## config.mk

```make
export PLATFORM = sky130hd
export DESIGN_NAME = iotu_top
export DESIGN_NICKNAME = d
export VERILOG_FILES = /design/src/rtl/iotu_pkg.sv /design/src/rtl/iotu_regs.sv /design/src/rtl/iotu_cache.sv /design/src/rtl/iotu_top.sv
export SDC_FILE = /design/constraint.sdc
export NUM_CORES = 1
export LEC_CHECK = 0
export BUFFER_PORTS_ARGS = -buffer_cell sky130_fd_sc_hd__buf_2
export CAP_MARGIN = 20
export CELL_PAD_IN_SITES_DETAIL_PLACEMENT = 1
export CELL_PAD_IN_SITES_GLOBAL_PLACEMENT = 1
export CORE_MARGIN = 2
export CORE_UTILIZATION = 55
export CTS_BUF_LIST = sky130_fd_sc_hd__clkbuf_4
export CTS_CLUSTER_SIZE = 40
export DETAILED_ROUTE_END_ITERATION = 8
export HOLD_SLACK_MARGIN = 0.15
export PLACE_DENSITY = 0.95
export REMOVE_ABC_BUFFERS = 1
export SLEW_MARGIN = 20
export SYNTH_ARGS = -nofsm -noshare
export SYNTH_HDL_FRONTEND = slang
export SYNTH_SLANG_ARGS = --single-unit
```

## constraint.sdc

```tcl
create_clock -name clk -period 7.3 [get_ports clk]
set_input_delay 0.73 -clock clk [delete_from_list [all_inputs] [get_ports clk]]
set_output_delay 0.73 -clock clk [all_outputs]
set_load 0.005 [all_outputs]
```

## src/rtl/iotu_pkg.sv

```systemverilog
package iotu_pkg;
    typedef enum logic [1:0] {
        ST_IDLE  = 2'd0,
        ST_FETCH = 2'd1,
        ST_WAIT  = 2'd2,
        ST_RESP  = 2'd3
    } iotu_state_e;

    localparam logic [2:0] SEL_WBASE = 3'd0;
    localparam logic [2:0] SEL_WMASK = 3'd1;
    localparam logic [2:0] SEL_PGCFG = 3'd2;
    localparam logic [2:0] SEL_PURGE = 3'd3;
    localparam logic [2:0] SEL_DBASE = 3'd4;

    localparam logic [4:0] PURGE_ONE_CODE = 5'd12;
    localparam logic [4:0] PURGE_ALL_CODE = 5'd31;
endpackage

```

## src/rtl/iotu_regs.sv

```systemverilog
module iotu_regs
    import iotu_pkg::*;
#(
    parameter int IOVA_W   = 32,
    parameter int PA_W     = 40,
    parameter int DATA_W   = 64,
    parameter int PG_SHIFT = 12
) (
    input  logic                       clk,
    input  logic                       rst_n,
    input  logic                       we,
    input  logic [2:0]                 sel,
    input  logic [DATA_W-1:0]          wdata,
    output logic [IOVA_W-1:0]          wbase,
    output logic [IOVA_W-1:0]          wmask,
    output logic [IOVA_W-1:0]          pgcfg,
    output logic [PA_W-1:0]            dbase,
    output logic                       purge_one,
    output logic                       purge_all,
    output logic [IOVA_W-PG_SHIFT-1:0] purge_vpn
);
    localparam int VPN_W = IOVA_W - PG_SHIFT;

    typedef struct packed {
        logic [IOVA_W-1:0] wbase;
        logic [IOVA_W-1:0] wmask;
        logic [IOVA_W-1:0] pgcfg;
        logic [PA_W-1:0]   dbase;
        logic              p_one;
        logic              p_all;
        logic [VPN_W-1:0]  p_vpn;
    } regs_t;

    regs_t q, d;

    logic unused_wdata;
    assign unused_wdata = ^{wdata[DATA_W-1:PA_W], wdata[PG_SHIFT-1:5]};

    always_comb begin
        d = q;
        d.p_one = 1'b0;
        d.p_all = 1'b0;
        if (we) begin
            case (sel)
                SEL_WBASE: d.wbase = wdata[IOVA_W-1:0];
                SEL_WMASK: d.wmask = wdata[IOVA_W-1:0];
                SEL_PGCFG: d.pgcfg = wdata[IOVA_W-1:0];
                SEL_DBASE: d.dbase = wdata[PA_W-1:0];
                SEL_PURGE: begin
                    d.p_vpn = wdata[IOVA_W-1:PG_SHIFT];
                    d.p_one = (wdata[4:0] == PURGE_ONE_CODE);
                    d.p_all = (wdata[4:0] == PURGE_ALL_CODE);
                end
                default: ;
            endcase
        end
    end

    always_ff @(posedge clk or negedge rst_n) begin
        if (!rst_n) q <= '0;
        else        q <= d;
    end

    assign wbase     = q.wbase;
    assign wmask     = q.wmask;
    assign pgcfg     = q.pgcfg;
    assign dbase     = q.dbase;
    assign purge_one = q.p_one;
    assign purge_all = q.p_all;
    assign purge_vpn = q.p_vpn;
endmodule

```

## src/rtl/iotu_cache.sv

```systemverilog
module iotu_cache #(
    parameter int VPN_W   = 20,
    parameter int PPN_W   = 28,
    parameter int CI_W    = 8,
    parameter int ENTRIES = 8
) (
    input  logic             clk,
    input  logic             rst_n,
    input  logic [VPN_W-1:0] lk_vpn,
    output logic             lk_hit,
    output logic [PPN_W-1:0] lk_ppn,
    output logic [CI_W-1:0]  lk_ci,
    input  logic             ins_en,
    input  logic [VPN_W-1:0] ins_vpn,
    input  logic [PPN_W-1:0] ins_ppn,
    input  logic [CI_W-1:0]  ins_ci,
    input  logic             purge_one,
    input  logic [VPN_W-1:0] purge_vpn,
    input  logic             flush
);
    localparam int IDX_W = (ENTRIES > 1) ? $clog2(ENTRIES) : 1;
    localparam logic [IDX_W-1:0] LAST = IDX_W'(ENTRIES - 1);

    typedef struct packed {
        logic [ENTRIES-1:0]            vld;
        logic [ENTRIES-1:0][VPN_W-1:0] tag;
        logic [ENTRIES-1:0][PPN_W-1:0] ppn;
        logic [ENTRIES-1:0][CI_W-1:0]  ci;
        logic [IDX_W-1:0]              ptr;
    } cache_t;

    cache_t q, d;
    logic [ENTRIES-1:0] hit_vec;
    logic [ENTRIES-1:0] purge_vec;

    for (genvar g = 0; g < ENTRIES; g++) begin : g_cmp
        assign hit_vec[g]   = q.vld[g] && (q.tag[g] == lk_vpn);
        assign purge_vec[g] = q.vld[g] && (q.tag[g] == purge_vpn);
    end

    always_comb begin
        lk_hit = |hit_vec;
        lk_ppn = '0;
        lk_ci  = '0;
        for (int i = 0; i < ENTRIES; i++) begin
            if (hit_vec[i]) begin
                lk_ppn = lk_ppn | q.ppn[i];
                lk_ci  = lk_ci  | q.ci[i];
            end
        end
    end

    always_comb begin
        d = q;
        if (flush)          d.vld = '0;
        else if (purge_one) d.vld = q.vld & ~purge_vec;
        if (ins_en) begin
            d.vld[q.ptr] = 1'b1;
            d.tag[q.ptr] = ins_vpn;
            d.ppn[q.ptr] = ins_ppn;
            d.ci[q.ptr]  = ins_ci;
            d.ptr        = (q.ptr == LAST) ? '0 : q.ptr + 1'b1;
        end
    end

    always_ff @(posedge clk or negedge rst_n) begin
        if (!rst_n) q <= '0;
        else        q <= d;
    end
endmodule

```

## src/rtl/iotu_top.sv

```systemverilog
module iotu_top
    import iotu_pkg::*;
#(
    parameter int IOVA_W   = 32,
    parameter int PA_W     = 40,
    parameter int DATA_W   = 64,
    parameter int PG_SHIFT = 12,
    parameter int CI_W     = 8,
    parameter int ENTRIES  = 8
) (
    input  logic              clk,
    input  logic              rst_n,
    input  logic              reg_we,
    input  logic [2:0]        reg_sel,
    input  logic [DATA_W-1:0] reg_wdata,
    input  logic              req_valid,
    output logic              req_ready,
    input  logic [IOVA_W-1:0] req_iova,
    output logic              rsp_valid,
    output logic              rsp_fault,
    output logic [PA_W-1:0]   rsp_pa,
    output logic [CI_W-1:0]   rsp_ci,
    output logic              mem_req_valid,
    input  logic              mem_req_ready,
    output logic [PA_W-1:0]   mem_req_addr,
    input  logic              mem_rsp_valid,
    input  logic [DATA_W-1:0] mem_rsp_data
);
    localparam int VPN_W = IOVA_W - PG_SHIFT;
    localparam int PPN_W = PA_W - PG_SHIFT;
    localparam int ESH   = $clog2(DATA_W / 8);
    localparam int IPAD  = PA_W - VPN_W - ESH;

    typedef struct packed {
        iotu_state_e       st;
        logic [IOVA_W-1:0] iova;
        logic              fault;
        logic [PA_W-1:0]   pa;
        logic [CI_W-1:0]   ci;
        logic              drop;
    } top_t;

    top_t q, d;

    logic [IOVA_W-1:0] wbase, wmask, pgcfg;
    logic [PA_W-1:0]   dbase;
    logic              purge_one, purge_all, purge_any;
    logic [VPN_W-1:0]  purge_vpn;
    logic              lk_hit, ins_en, in_win;
    logic [PPN_W-1:0]  lk_ppn;
    logic [CI_W-1:0]   lk_ci;
    logic              unused_entry;

    assign unused_entry = ^{mem_rsp_data[DATA_W-2:PA_W], mem_rsp_data[PG_SHIFT-1:CI_W]};

    iotu_regs #(
        .IOVA_W(IOVA_W), .PA_W(PA_W), .DATA_W(DATA_W), .PG_SHIFT(PG_SHIFT)
    ) u_regs (
        .clk(clk), .rst_n(rst_n), .we(reg_we), .sel(reg_sel), .wdata(reg_wdata),
        .wbase(wbase), .wmask(wmask), .pgcfg(pgcfg), .dbase(dbase),
        .purge_one(purge_one), .purge_all(purge_all), .purge_vpn(purge_vpn)
    );

    iotu_cache #(
        .VPN_W(VPN_W), .PPN_W(PPN_W), .CI_W(CI_W), .ENTRIES(ENTRIES)
    ) u_cache (
        .clk(clk), .rst_n(rst_n),
        .lk_vpn(req_iova[IOVA_W-1:PG_SHIFT]), .lk_hit(lk_hit), .lk_ppn(lk_ppn), .lk_ci(lk_ci),
        .ins_en(ins_en), .ins_vpn(q.iova[IOVA_W-1:PG_SHIFT]),
        .ins_ppn(mem_rsp_data[PA_W-1:PG_SHIFT]), .ins_ci(mem_rsp_data[CI_W-1:0]),
        .purge_one(purge_one), .purge_vpn(purge_vpn), .flush(purge_all)
    );

    assign purge_any = purge_one | purge_all;
    assign in_win    = ((req_iova & wmask) == (wbase & ~IOVA_W'(1)));

    always_comb begin
        d      = q;
        ins_en = 1'b0;
        case (q.st)
            ST_IDLE: begin
                if (req_valid) begin
                    d.iova  = req_iova;
                    d.drop  = 1'b0;
                    d.fault = 1'b0;
                    d.pa    = '0;
                    d.ci    = '0;
                    if (!wbase[0]) begin
                        d.pa = {{(PA_W-IOVA_W){1'b0}}, req_iova};
                        d.st = ST_RESP;
                    end else if (!in_win || (pgcfg != '0)) begin
                        d.fault = 1'b1;
                        d.st    = ST_RESP;
                    end else if (lk_hit && !purge_any) begin
                        d.pa = {lk_ppn, req_iova[PG_SHIFT-1:0]};
                        d.ci = lk_ci;
                        d.st = ST_RESP;
                    end else begin
                        d.st = ST_FETCH;
                    end
                end
            end
            ST_FETCH: begin
                if (purge_any)     d.drop = 1'b1;
                if (mem_req_ready) d.st   = ST_WAIT;
            end
            ST_WAIT: begin
                if (purge_any) d.drop = 1'b1;
                if (mem_rsp_valid) begin
                    d.st = ST_RESP;
                    if (mem_rsp_data[DATA_W-1]) begin
                        d.pa   = {mem_rsp_data[PA_W-1:PG_SHIFT], q.iova[PG_SHIFT-1:0]};
                        d.ci   = mem_rsp_data[CI_W-1:0];
                        ins_en = !(q.drop || purge_any);
                    end else begin
                        d.fault = 1'b1;
                    end
                end
            end
            default: d.st = ST_IDLE;
        endcase
    end

    always_ff @(posedge clk or negedge rst_n) begin
        if (!rst_n) q <= '{st: ST_IDLE, default: '0};
        else        q <= d;
    end

    assign req_ready     = (q.st == ST_IDLE);
    assign rsp_valid     = (q.st == ST_RESP);
    assign rsp_fault     = q.fault;
    assign rsp_pa        = q.pa;
    assign rsp_ci        = q.ci;
    assign mem_req_valid = (q.st == ST_FETCH);
    assign mem_req_addr  = dbase + {{IPAD{1'b0}}, q.iova[IOVA_W-1:PG_SHIFT], {ESH{1'b0}}};
endmodule

```

==> summary.md <==
| Metric | Value |
|---|---|
| Worst path most repeated cell | a31oi_1 |
| Status | finished clean |
| Final TNS setup | 0 ns |
| Worst path required time | 6.57 ns |
| Synth cell types | 59 |
| I/O pins | 261 |
| Worst-path clk slew | 0.10 ns |
| Pwr dens | 414.8 mW/mm^2 |
| CTS max path bufs | 3 |
| Die height | 252.4 um |
| Worst rel slew slack | 0.2126 |
| Power Total | 16.04 mW |
| DR WL met3 | 17930 um |
| DRC | 0 |
| RSZ-0062 raised after global routing | no |
| Synth-to-Final Area Change | 13.94% |
| CTS Buf Count | 182 |
| Post-Synthesis Cells | 2743 |
| Worst skew pair latency | 1.16 ns |
| Startpoint Class | flip-flop |
| R2R cell count | 7 |
| Share of layout cells above drive strength 1 | 0.3660 |
| Die width | 252.4 um |
| Starting DRT DRC Count | 4125 |
| Most area-consuming cells after synthesis | dfrtp_1 52%, mux2_2 20%, xor2_1 5.1%, xnor2_1 4.5%, nand2_1 2.0% |
| Final non-filler cell total | 4001 |
| Synth async-reset ratio | 1.000 |
| Worst R2R Start | u_regs.purge_one |
| Largest area contributor in the netlist | dfrtp_1 |
| Yosys warnings | 0 |
| Clock Sinks | 701 |
| RePlAce Congestion | 0.9266 |
| Vias/cell | 7.242 |
| Final slew viol count | 0 |
| First-pass GRT wire length | 221700 um |
| WP buf/inv | 2 |
| Multi-input logic area | 0.01532 sq mm |
| Met2 wire len | 69200 um |
| Post-DP Area | 0.03531 sq mm |
| Rows | 91 |
| Critical Path Fanout Max | 10 |
| Detailed placement HPWL | 74890 um |
| Routed WL | 152200 um |
| Max cap viols | 0 |
| Max Clk Rate | 158.4 MHz |
| Per-cell routed wire length | 38.05 um |
| Placed Cells | 3570 |
| Crit-path leading delay family | compound AO/OA/AOI/OAI gates |
| Worst setup EP type | output port |
| Highest-delay cell along the critical path | dfrtp_1 |
| Clk_skew | 0.1378 ns |
| # setup viols final | 0 |
| Final Critical Period | 6.311 ns |
| H-tree depth | 4 |
| Detailed Routing Iterations Pass 1 | 8 |
| CORE AREA | 0.06137 sq mm |
| CP arrival | 5.58 ns |
| Leakage | 18.34 nW |
| Fillcell total | 6069 |
| Setup CP Type | reg -> out |
| All-Layer GR Usage | 0.4849 |
| Initial antenna violation count | 21 |
| Final Cycle Share | 0.8646 |
| Top routing layer used | met5 |
| Wl on met1 | 49650 um |
| Synthesized area | 0.03394 sq mm |
| Die Area | 0.06371 sq mm |
| Sequential fraction of the synthesis area | 0.5169 |
| Synth Area per Inst | 12.37 sq um |
| Main synth FF type | dfrtp_1 |
| CTS root buf | clkbuf_4 |
| Port Buffers | 209 |
| Final #Nets | 3260 |
| CTS tree | built |
| Yosys top cell area share | 0.5169 |
| Vias in the first global route | 32.16k |
| Crit path cell chain | ha_1 -> inv_1 -> fa_1 -> nor2b_1 -> o2111ai_1 -> a21boi_0 -> a221o_1 -> a31oi_1 -> a31oi_1 -> nand4_1 -> xnor2_1 -> buf_2 |
| CP Launch Point | q[62] |
| Largest net degree at the start of global routing | 198 |
| Final cell area excluding filler cells | 0.03867 sq mm |
| Hold Fails Final Rpt | 0 |
| Vias | 28.98k |
| EDFF count, synth | 0 |
| Tightest Pin Transition | 1.181 ns |
| Number of synthesized register bits | 701 |
| Stages on worst setup path | 12 |
| Largest stage delay, worst path | 0.85 ns |
| Initial core utilization | 0.5530 |
| Grt ovf | 0 |
| Register area | 0.01754 sq mm |
| Post-DRT Antenna Nets | 0 |
| Tightest Hold Check Type | in -> async |
| Maximum vdd drop | 317.7 uV |
## logic make-up (layout without fill, tap and decap cells)
| logic type | count (synthesis) | in the layout | share of synthesized area |
|---|---|---|---|
| mux | 599 | 599 | 0.1987 |
| flops | 701 | 701 | 0.5169 |
| other cells | 0 | 20 | 0 |
| fa+ha+maj | 28 | 28 | 0.01054 |
| buf+inv | 238 | 686 | 0.03525 |
| compound gates | 351 | 351 | 0.07595 |
| xor+xnor | 373 | 373 | 0.09627 |
| simple gates | 453 | 453 | 0.06637 |
## cell usage after synthesis, drive strengths merged (56+ instances only)
master	number
a21oi	62
a22oi	64
buf	131
clkbuf	79
dfrtp	701
mux2	598
nand2	184
nand4	58
nor2	56
nor4	58
xnor2	174
xor2	199
## cell type report
class / count / share of cell area
well taps: 790 / 0.02556
clock buffers: 261 / 0.05067
repair buffers: 346 / 0.06222
clock inverters: 51 / 0.007701
inverters: 28 / 0.002718
diodes: 20 / 0.001294
flip-flops and latches: 701 / 0.4537
multi-input cells: 1804 / 0.3962
## power breakdown
group	internal, mW	leakage (nW)	total, mW	switching (mW)
Combinational	2.28	7.92	5.28	3.00
Sequential	5.17	9.09	7.03	1.86
Clock	1.74	1.33	3.73	1.99
## path summary, 6_finish.rpt
check                                   endpoint  slack, ns
worst min-delay path                   async pin       0.34
worst max-delay path            mem_req_addr[33]       0.99
worst max register to register         flip-flop       3.06
max in group asynchronous              async pin       5.22
worst min register to register   u_regs.dbase[0]       0.51
min in group clk                           q[70]       0.34
## metrics by stage
stage	util	hold slack, ns	setup WS, ns
6_report	0.6301	0.3353	0.9885
2_1_floorplan	-	0.4344	-0.1462
5_1_grt	0.6294	0.3166	0.9783
3_5_place_dp	0.5753	0.4755	2.519
3_3_place_gp	0.5751	0.4622	2.856
4_1_cts	0.6278	0.2471	1.255
## timing repair
item / in CTS / in global routing
hold endpoints to repair: 614 / 0
setup buffers: 0 / 0
gates resized for setup: 0 / 0
hold buffers: 96 / 0
## routing by layer
layer  vias to the layer above  track usage
met5                         -            0
met4                        14       0.4213
met3                      1210       0.2136
met2                      2717       0.7345
met1                     14480       0.5165
li1                      10550            -
## cells in the final DEF, fill, tap and decap left out, types with 43 or more instances in the layout
cell type	synthesis	routed
dfrtp_1	701	701
nand2_1	184	184
nor2_1	56	55
a22oi_1	64	64
clkbuf_4	0	261
xor2_1	199	199
xnor2_1	174	174
a21oi_1	62	61
dlygate4sd3_1	0	96
buf_2	47	208
nand4_1	58	58
nand3_1	44	43
mux2_2	598	598
nor4_1	55	52
## worst register-to-register path, cell delays in order, from the launching register on
cell and delay [ns]:
dfrtp_1 0.73, or2_1 0.49, nor4_2 0.21, buf_4 0.31, nor2b_1 0.38, and3_2 0.93, buf_4 0.53, mux2_2 0.45
Power figures use the tool's default switching activity.
